===== src/rtl/e1_sig_pkg.sv =====
`timescale 1ns/1ps
package e1_sig_pkg;
  localparam int OCT_W = 8;

  typedef struct packed {
    logic       aln_inv;
    logic       xbit_dis;
    logic [2:0] xbit_val;
    logic       y_alarm;
    logic       y_force_en;
    logic       y_force_val;
    logic       ts16_ais;
    logic       ais;
  } sig_ctrl_t;

  // bit n (1 = first sent) maps to data[8-n]
  localparam int Y_IDX = 2;
  localparam int X5_IDX = 3;
  localparam int X7_IDX = 1;
  localparam int X8_IDX = 0;
endpackage


===== src/rtl/e1_mf_pos.sv =====
`timescale 1ns/1ps
module e1_mf_pos #(
  parameter int NUM_TS = 32,
  parameter int MF_LEN = 16,
  parameter int SIG_TS = 16,
  parameter int TS_W   = $clog2(NUM_TS),
  parameter int FR_W   = $clog2(MF_LEN)
) (
  input  logic            clk_i,
  input  logic            rst_ni,
  input  logic            valid_i,
  input  logic            mf_sync_i,
  output logic [TS_W-1:0] ts_o,
  output logic [FR_W-1:0] fr_o,
  output logic            sig_slot_o,
  output logic            mf_head_o
);
  localparam logic [TS_W-1:0] TS_LAST = TS_W'(NUM_TS - 1);
  localparam logic [FR_W-1:0] FR_LAST = FR_W'(MF_LEN - 1);

  logic [TS_W-1:0] ts_q, ts_n;
  logic [FR_W-1:0] fr_q, fr_n;
  logic            ts_last;

  // position of the octet currently presented
  assign ts_o       = mf_sync_i ? '0 : ts_q;
  assign fr_o       = mf_sync_i ? '0 : fr_q;
  assign sig_slot_o = (ts_o == TS_W'(SIG_TS));
  assign mf_head_o  = (fr_o == '0);

  assign ts_last = (ts_o == TS_LAST);

  always_comb begin
    ts_n = ts_last ? '0 : ts_o + 1'b1;
    fr_n = fr_o;
    if (ts_last) fr_n = (fr_o == FR_LAST) ? '0 : fr_o + 1'b1;
  end

  always_ff @(posedge clk_i or negedge rst_ni) begin
    if (!rst_ni) begin
      ts_q <= '0;
      fr_q <= '0;
    end else if (valid_i) begin
      ts_q <= ts_n;
      fr_q <= fr_n;
    end
  end

  a_r3_hold_when_idle: assert property (@(posedge clk_i) disable iff (!rst_ni)
    !valid_i |=> $stable(ts_q) && $stable(fr_q));

  a_r3_sync_restarts: assert property (@(posedge clk_i) disable iff (!rst_ni)
    valid_i && mf_sync_i |=> ts_q == TS_W'(1) && fr_q == '0);

  a_r3_ts_wrap: assert property (@(posedge clk_i) disable iff (!rst_ni)
    valid_i && !mf_sync_i && ts_q == TS_LAST |=> ts_q == '0);

  a_r3_frame_wrap: assert property (@(posedge clk_i) disable iff (!rst_ni)
    valid_i && !mf_sync_i && ts_q == TS_LAST && fr_q == FR_LAST |=> fr_q == '0);
endmodule


===== src/rtl/e1_ts16_mux.sv =====
`timescale 1ns/1ps
module e1_ts16_mux
  import e1_sig_pkg::*;
(
  input  logic [OCT_W-1:0] data_i,
  input  logic             sig_slot_i,
  input  logic             mf_head_i,
  input  sig_ctrl_t        ctrl_i,
  output logic [OCT_W-1:0] data_o
);
  logic [OCT_W-1:0] ovh;

  always_comb begin
    ovh = data_i;
    ovh[OCT_W-1 -: 4] = {4{ctrl_i.aln_inv}};
    if (!ctrl_i.xbit_dis) begin
      ovh[X5_IDX] = ctrl_i.xbit_val[2];
      ovh[X7_IDX] = ctrl_i.xbit_val[1];
      ovh[X8_IDX] = ctrl_i.xbit_val[0];
    end
    ovh[Y_IDX] = ctrl_i.y_force_en ? ctrl_i.y_force_val : ctrl_i.y_alarm;
  end

  // priority: global AIS > TS16 AIS > frame-0 overhead > pass
  always_comb begin
    if (ctrl_i.ais)                          data_o = '1;
    else if (sig_slot_i && ctrl_i.ts16_ais)  data_o = '1;
    else if (sig_slot_i && mf_head_i)        data_o = ovh;
    else                                     data_o = data_i;
  end
endmodule


===== src/rtl/e1_ts16_sig_ins.sv =====
`timescale 1ns/1ps
module e1_ts16_sig_ins
  import e1_sig_pkg::*;
#(
  parameter int NUM_TS = 32,
  parameter int MF_LEN = 16,
  parameter int SIG_TS = 16
) (
  input  logic       clk_i,
  input  logic       rst_ni,
  input  logic       valid_i,
  input  logic [7:0] data_i,
  input  logic       mf_sync_i,
  input  logic       aln_inv_i,
  input  logic       xbit_dis_i,
  input  logic [2:0] xbit_val_i,
  input  logic       y_alarm_i,
  input  logic       y_force_en_i,
  input  logic       y_force_val_i,
  input  logic       ts16_ais_i,
  input  logic       ais_i,
  output logic       valid_o,
  output logic [7:0] data_o
);
  localparam int TS_W = $clog2(NUM_TS);
  localparam int FR_W = $clog2(MF_LEN);

  sig_ctrl_t        ctrl;
  logic [TS_W-1:0]  cur_ts;
  logic [FR_W-1:0]  cur_fr;
  logic             sig_slot, mf_head;
  logic [OCT_W-1:0] mux_data;
  logic [OCT_W-1:0] data_q;
  logic             valid_q;

  assign ctrl = '{aln_inv: aln_inv_i, xbit_dis: xbit_dis_i, xbit_val: xbit_val_i,
                  y_alarm: y_alarm_i, y_force_en: y_force_en_i,
                  y_force_val: y_force_val_i, ts16_ais: ts16_ais_i, ais: ais_i};

  e1_mf_pos #(.NUM_TS(NUM_TS), .MF_LEN(MF_LEN), .SIG_TS(SIG_TS)) u_pos (
    .clk_i      (clk_i),
    .rst_ni     (rst_ni),
    .valid_i    (valid_i),
    .mf_sync_i  (mf_sync_i),
    .ts_o       (cur_ts),
    .fr_o       (cur_fr),
    .sig_slot_o (sig_slot),
    .mf_head_o  (mf_head)
  );

  e1_ts16_mux u_mux (
    .data_i     (data_i),
    .sig_slot_i (sig_slot),
    .mf_head_i  (mf_head),
    .ctrl_i     (ctrl),
    .data_o     (mux_data)
  );

  always_ff @(posedge clk_i or negedge rst_ni) begin
    if (!rst_ni) begin
      valid_q <= 1'b0;
      data_q  <= '0;
    end else begin
      valid_q <= valid_i;
      if (valid_i) data_q <= mux_data;
    end
  end

  assign valid_o = valid_q;
  assign data_o  = data_q;

  a_r2_valid_follows: assert property (@(posedge clk_i) disable iff (!rst_ni)
    valid_i |=> valid_o);

  a_r2_idle_holds: assert property (@(posedge clk_i) disable iff (!rst_ni)
    !valid_i |=> !valid_o && $stable(data_o));

  a_r10_ais_all_ones: assert property (@(posedge clk_i) disable iff (!rst_ni)
    valid_i && ais_i |=> data_o == 8'hFF);

  a_r9_ts16_ais: assert property (@(posedge clk_i) disable iff (!rst_ni)
    valid_i && sig_slot && ts16_ais_i |=> data_o == 8'hFF);

  a_r8_passthrough: assert property (@(posedge clk_i) disable iff (!rst_ni)
    valid_i && !sig_slot && !ais_i |=> data_o == $past(data_i));

  a_r4_align_zero: assert property (@(posedge clk_i) disable iff (!rst_ni)
    valid_i && sig_slot && mf_head && !ais_i && !ts16_ais_i && !aln_inv_i
    |=> data_o[7:4] == 4'h0);

  a_r5_align_inv: assert property (@(posedge clk_i) disable iff (!rst_ni)
    valid_i && sig_slot && mf_head && !ais_i && !ts16_ais_i && aln_inv_i
    |=> data_o[7:4] == 4'hF);

  a_r7_y_forced: assert property (@(posedge clk_i) disable iff (!rst_ni)
    valid_i && sig_slot && mf_head && !ais_i && !ts16_ais_i && y_force_en_i
    |=> data_o[2] == $past(y_force_val_i));
endmodule


===== config.mk =====
export PLATFORM = sky130hd
export DESIGN_NAME = e1_ts16_sig_ins
export DESIGN_NICKNAME = d
export VERILOG_FILES = /design/src/rtl/e1_sig_pkg.sv /design/src/rtl/e1_mf_pos.sv /design/src/rtl/e1_ts16_mux.sv /design/src/rtl/e1_ts16_sig_ins.sv
export SDC_FILE = /design/constraint.sdc
export NUM_CORES = 1
export LEC_CHECK = 0
export BUFFER_PORTS_ARGS = -buffer_cell sky130_fd_sc_hd__buf_2
export CORE_UTILIZATION = 53
export DETAILED_ROUTE_END_ITERATION = 12
export PLACE_DENSITY = 0.78
export SKIP_LAST_GASP = 1
export SLEW_MARGIN = 20
export SYNTH_ARGS = -nofsm -noshare
export SYNTH_HDL_FRONTEND = slang
export SYNTH_HIERARCHICAL = 1
export SYNTH_SLANG_ARGS = --single-unit

===== constraint.sdc =====
create_clock -name clk_i -period 3.8 [get_ports clk_i]
set_clock_uncertainty 0.1 [all_clocks]
set_input_delay 0.76 -clock clk_i [delete_from_list [all_inputs] [get_ports clk_i]]
set_output_delay 0.76 -clock clk_i [all_outputs]
set_load 0.05 [all_outputs]

==> reports/qor.csv, run 1 <==
metric,value,unit
status,"complete, no violations",
max_cap viols,0,
CP Max Fanout,13,
worst min-delay path class,input pin to async pin,
root buf cell,clkbuf_4,
first-pass GRT wire length,4020,um
Die Y,48.4,um
Residual DRC,0,
largest net degree at the start of global routing,26,
Layout area overhead,17.9,%
synthesized area,1140,um2
DIE AREA,2340,um2
Placed Area,1310,um2
pwr dens,356,nW/um2
Yosys Warn Count,6,
Clock Power Share,25.4,%
Leak,0.681,nW
CP Class,input pin to flop,
Final nets,167,
"CTS clk-pin slew, worst paths",0.11,ns
syn avg cell area,10.7,um2
CP Launch Type,input pin,
CTS Buffer Depth,2,
number of H-tree levels,1,
setup violators final,0,
IO Pins,31,
WP data arrival,2.45,ns
GRT Total Usage,22.1,%
Critical Path RT,3.89,ns
setup TNS,0,ns
CTS buffer count,3,
Starting Density,57.4,%
CP endpoint kind,flop,
Post-CTS Setup Inserts,0,
Detailed Route Iter0 Violations,5,
final antenna-violating net count,0,
Die X,48.4,um
DR vias,910,
cell internal pwr,0.325,mW
Sequential cell area,450,um2
most frequent cells in the layout,"30 x buf_2, 18 x dfrtp_1, 14 x inv_1",
fin crit share,62.1,%
NetSw,0.153,mW
CTS sink count,18,
"commonest non-fill, non-tap cell in the layout",buf_2,
area of the multi-input gates,612,um2
RSZ-0062 raised after global routing,no,
layout cells sized above 1,37.0,%
initial antenna violation count,0,
Final Hold Vio Count,0,
Least-Margin Pin Slew,0.548,ns
maximum clock frequency,424,MHz
Fillers,152,
fin crit period,2.36,ns
Synth Net Count,134,
n_diodes,0,
placer congestion estimate,0.820,
CTS tree,built,
Worst slew margin,63.5,%
core box area,1980,um2
drt first pass iters,4,
post-route cell area,1340,um2
Final Max Tran Viols,0,
VDD IR max,0.000254,V
DR vias/cell,5.52,
Post-CTS Hold Fix Bufs,0,
Congestion Overflow GR,0,
vias in the first global route,925,
row cnt,16,
Comb pwr share,25.9,%
DR WL/cell,13.2,um
sequential share of power,48.7,%
switching share of power,32.1,%
cts repair resizes,0,
Post-DP HPWL,1620,um
"Clk Latency, worst-skew pair",0.30,ns
count of input and output buffers,30,
Cells after Synth,106,
overall routed net length,2180,um
-- per-stage QoR --
step	setup WS [ns]	std cells	utilization, %	power (mW)	hold slack [ns]
floorplan	1.09	106	-	0.324	0.364
global placement	1.16	161	65.9	0.357	0.387
detailed placement	1.12	161	65.9	0.362	0.388
CTS	1.45	165	67.7	0.484	0.283
global route	1.26	165	67.7	0.510	0.281
finish	1.44	165	67.7	0.478	0.271
-- critical path, cell delays in order --
cell	delay [ns]
buf_2	0.22
nand2b_1	0.18
ha_1	0.14
nor3b_1	0.44
and3b_2	0.31
o221ai_1	0.12
mux2_4	0.28
-- layer usage --
layer / part of all wire (%) / track usage (%)
met2: 49 / 35.4
met3: 2.9 / 3.77
met1: 47 / 29.5
met5: 0 / 0
met4: 1.6 / 9.80
-- worst paths after layout --
check	from	to	slack (ns)	cells after the start
min	rst_ni	data_o[3]$_DFFE_PN0P_	0.27	1
max reg2reg	u_pos/fr_q[1]$_DFFE_PN0P_	data_o[3]$_DFFE_PN0P_	1.68	7
min in group clk_i	u_pos/ts_q[4]$_DFFE_PN0P_	u_pos/ts_q[4]$_DFFE_PN0P_	0.41	1
max in group asynchronous	rst_ni	u_pos/ts_q[0]$_DFFE_PN0P_	3.04	1
max	mf_sync_i	data_o[3]$_DFFE_PN0P_	1.44	7
min reg2reg	u_pos/ts_q[4]$_DFFE_PN0P_	u_pos/ts_q[4]$_DFFE_PN0P_	0.41	1
-- sequential cells by signal, indices dropped and copies added (netlist names) --
register / cells
u_pos/ts_q: 5
valid_o: 1
data_o: 8
u_pos/fr_q: 4
-- power groups by stage --
| stage | logic (mW) | clock network (mW) | registers (mW) |
|---|---|---|---|
| global route | 0.137 | 0.136 | 0.237 |
| detailed placement | 0.125 | 0 | 0.237 |
| floorplan | 0.0625 | 0 | 0.262 |
| CTS | 0.126 | 0.125 | 0.233 |
| finish | 0.124 | 0.121 | 0.233 |
| global placement | 0.122 | 0 | 0.236 |
-- area by class of cell --
class | count | area share, %
tap | 27 | 2.52
multi-input combinational | 71 | 45.6
clock buffer | 4 | 2.70
inverter | 14 | 3.91
timing repair buffer | 31 | 11.7
sequential | 18 | 33.6
Power figures use the tool's default switching activity.
==> run 2: changes to the inputs <==
--- a/config.mk
+++ b/config.mk
@@ -5,10 +5,11 @@
 export SDC_FILE = /design/constraint.sdc
 export NUM_CORES = 1
 export LEC_CHECK = 0
+export ABC_AREA = 1
 export BUFFER_PORTS_ARGS = -buffer_cell sky130_fd_sc_hd__buf_2
-export CORE_UTILIZATION = 53
+export CORE_UTILIZATION = 46
 export DETAILED_ROUTE_END_ITERATION = 12
-export PLACE_DENSITY = 0.78
+export PLACE_DENSITY = 0.71
 export SKIP_LAST_GASP = 1
 export SLEW_MARGIN = 20
 export SYNTH_ARGS = -nofsm -noshare
==> constraint.sdc (replaced) <==
create_clock -name clk_i -period 2.15 [get_ports clk_i]
set_clock_uncertainty 0.1 [all_clocks]
set_input_delay 0.43 -clock clk_i [delete_from_list [all_inputs] [get_ports clk_i]]
set_output_delay 0.43 -clock clk_i [all_outputs]
set_load 0.05 [all_outputs]
==> run 2 against run 1 <==
- critical path depth is 6 higher
- synthesized cell count is 47% higher
- clock-buffer cell count stayed put
- critical path type is now flop to flop
- highest routed layer unchanged
==> reports/qor.csv, run 2 <==
metric,value,unit,change
met3 wire len,106,um,+68%
top sig layer,met4,,
Sequential cell area,450,um2,unchanged
Least-Margin Pin Slew,0.401,ns,-0.147 ns
Yosys Warn Count,6,,unchanged
n_diodes,0,,unchanged
pwr dens,565,nW/um2,+59%
WP data arrival,1.94,ns,-0.51 ns
overall routed net length,2390,um,+9.6%
r2r endpoint,data_o[4]$_DFFE_PN0P_,,
Final nets,220,,+32%
DIE AREA,2610,um2,+12%
count of input and output buffers,30,,unchanged
RR Startpoint,u_pos/ts_q[0]$_DFFE_PN0P_,,
placer congestion estimate,0.828,,+0.96%
Post-CTS Setup Inserts,0,,unchanged
fin crit period,1.84,ns,
Worst slew margin,73.3,%,+9.8 points
CTS tree,built,,
fin crit share,85.7,%,
Post-CTS Hold Fix Bufs,1,,+1
vias in the first global route,1052,,+14%
Layout area overhead,20.0,%,
CP Capture Point,data_o[4]$_DFFE_PN0P_,,
Die Y,51.1,um,+5.7%
final antenna-violating net count,0,,unchanged
"CTS clk-pin slew, worst paths",0.11,ns,about the same
syn avg cell area,7.11,um2,-34%
layout cells sized above 1,25.1,%,-12 points
RSZ-0062 raised after global routing,no,,
core box area,2230,um2,+13%
CP Launch Type,flop,,
"Clk Latency, worst-skew pair",0.29,ns,about the same
post-route cell area,1330,um2,-0.84%
GRT Total Usage,21.4,%,-0.71 points
Residual DRC,0,,unchanged
CTS buffer count,3,,unchanged
Worst R2R Setup Slack,0.31,ns,-1.37 ns
met2 WL,1100,um,+3.9%
Synth Net Count,184,,+37%
most frequent cells in the layout,"64 x nand2_1, 30 x buf_2, 18 x dfrtp_1, 18 x inv_1, 11 x nor2_1",,
DR vias,1056,,+16%
setup TNS,0,ns,unchanged
Worst setup startpoint,u_pos/ts_q[0]$_DFFE_PN0P_,,
Final Max Tran Viols,0,,unchanged
CP endpoint kind,flop,,
synthesized area,1110,um2,-2.5%
first-pass GRT wire length,4170,um,+4.0%
setup violators final,0,,unchanged
DR vias/cell,4.82,,-13%
CP Max Fanout,7,,-6
DR WL/cell,10.9,um,-17%
worst min-delay path class,input pin to flop,,
"commonest non-fill, non-tap cell in the layout",nand2_1,,
Congestion Overflow GR,0,,unchanged
drt first pass iters,4,,unchanged
Die X,51.1,um,+5.7%
Final Hold Vio Count,0,,unchanged
IO Pins,31,,unchanged
VDD IR max,0.000365,V,+44%
Critical Path RT,2.25,ns,-1.64 ns
status,"complete, no violations",,
Fillers,214,,+41%
Detailed Route Iter0 Violations,14,,+9
maximum clock frequency,543,MHz,
CTS Buffer Depth,2,,unchanged
Starting Density,49.7,%,-7.8 points
CTS sink count,18,,unchanged
CP Class,flop to flop,,
Cells after Synth,156,,+47%
row cnt,17,,+1
Leak,0.782,nW,+15%
area of the multi-input gates,548,um2,-10%
R2R cell count,13,,+6
root buf cell,clkbuf_4,,
max_cap viols,0,,unchanged
largest net degree at the start of global routing,20,,-23%
wl on met1,1120,um,+10%
Placed Area,1280,um2,-1.6%
cts repair resizes,0,,unchanged
Largest register FFs,8,,unchanged
Post-DP HPWL,1800,um,+11%
number of H-tree levels,1,,unchanged
initial antenna violation count,0,,unchanged
## run 2: how the worst min path moves through the flow
stage                          from  slack, ns  cells past startpoint                        end
after floorplan              rst_ni       0.03                      0      data_o[0]$_DFFE_PN0P_
after global placement       rst_ni       0.28                      1  u_pos/fr_q[3]$_DFFE_PN0P_
after detailed placement     rst_ni       0.29                      1  u_pos/fr_q[3]$_DFFE_PN0P_
after CTS                 data_i[6]       0.32                      5      data_o[6]$_DFFE_PN0P_
after global routing        valid_i       0.33                      1          valid_o$_DFF_PN0_
final                     data_i[6]       0.32                      5      data_o[6]$_DFFE_PN0P_
## run 2: worst max-delay path, stage by stage (launching register included)
cell and delay [ns]:
dfrtp_1 0.38, inv_1 0.04, nor2_1 0.17, inv_1 0.07
ha_1 0.18, nand2_1 0.07, nor3_1 0.05, buf_4 0.17
nand2_1 0.08, nand2_2 0.07, nor2_2 0.17, nand2_1 0.08
nand2_1 0.07, nand2_1 0.05
## run 2: power by group
part | leakage, nW | switching [mW] | internal [mW] | total [mW]
Combinational | 0.536 | 0.119 | 0.0477 | 0.167
Clock | 0.0210 | 0.109 | 0.103 | 0.213
Sequential | 0.225 | 0.0120 | 0.361 | 0.373
## run 2: layout make-up
type	count	share of cell area, %
multi-input cells	113	41.2
flip-flops and latches	18	33.8
repair buffers	33	13.2
inverters	23	6.48
clock buffers	4	2.73
well taps	28	2.63
## run 2: metal layers
layer	global-route usage [%]	vias to the layer above
met2	34.6	24
met5	0	-
met4	11.1	0
met3	5.36	6
li1	-	554
met1	26.1	472
## run 2: stage by stage
step	power (mW)	hold slack, ns	setup slack (ns)	util [%]	cells
2_1_floorplan	0.493	0.0344	0.219	-	156
3_3_place_gp	0.542	0.281	0.206	57.5	214
3_5_place_dp	0.546	0.288	0.125	57.5	214
4_1_cts	0.759	0.317	0.310	59.6	219
5_1_grt	0.795	0.332	0.104	59.6	219
6_report	0.752	0.321	0.308	59.6	219
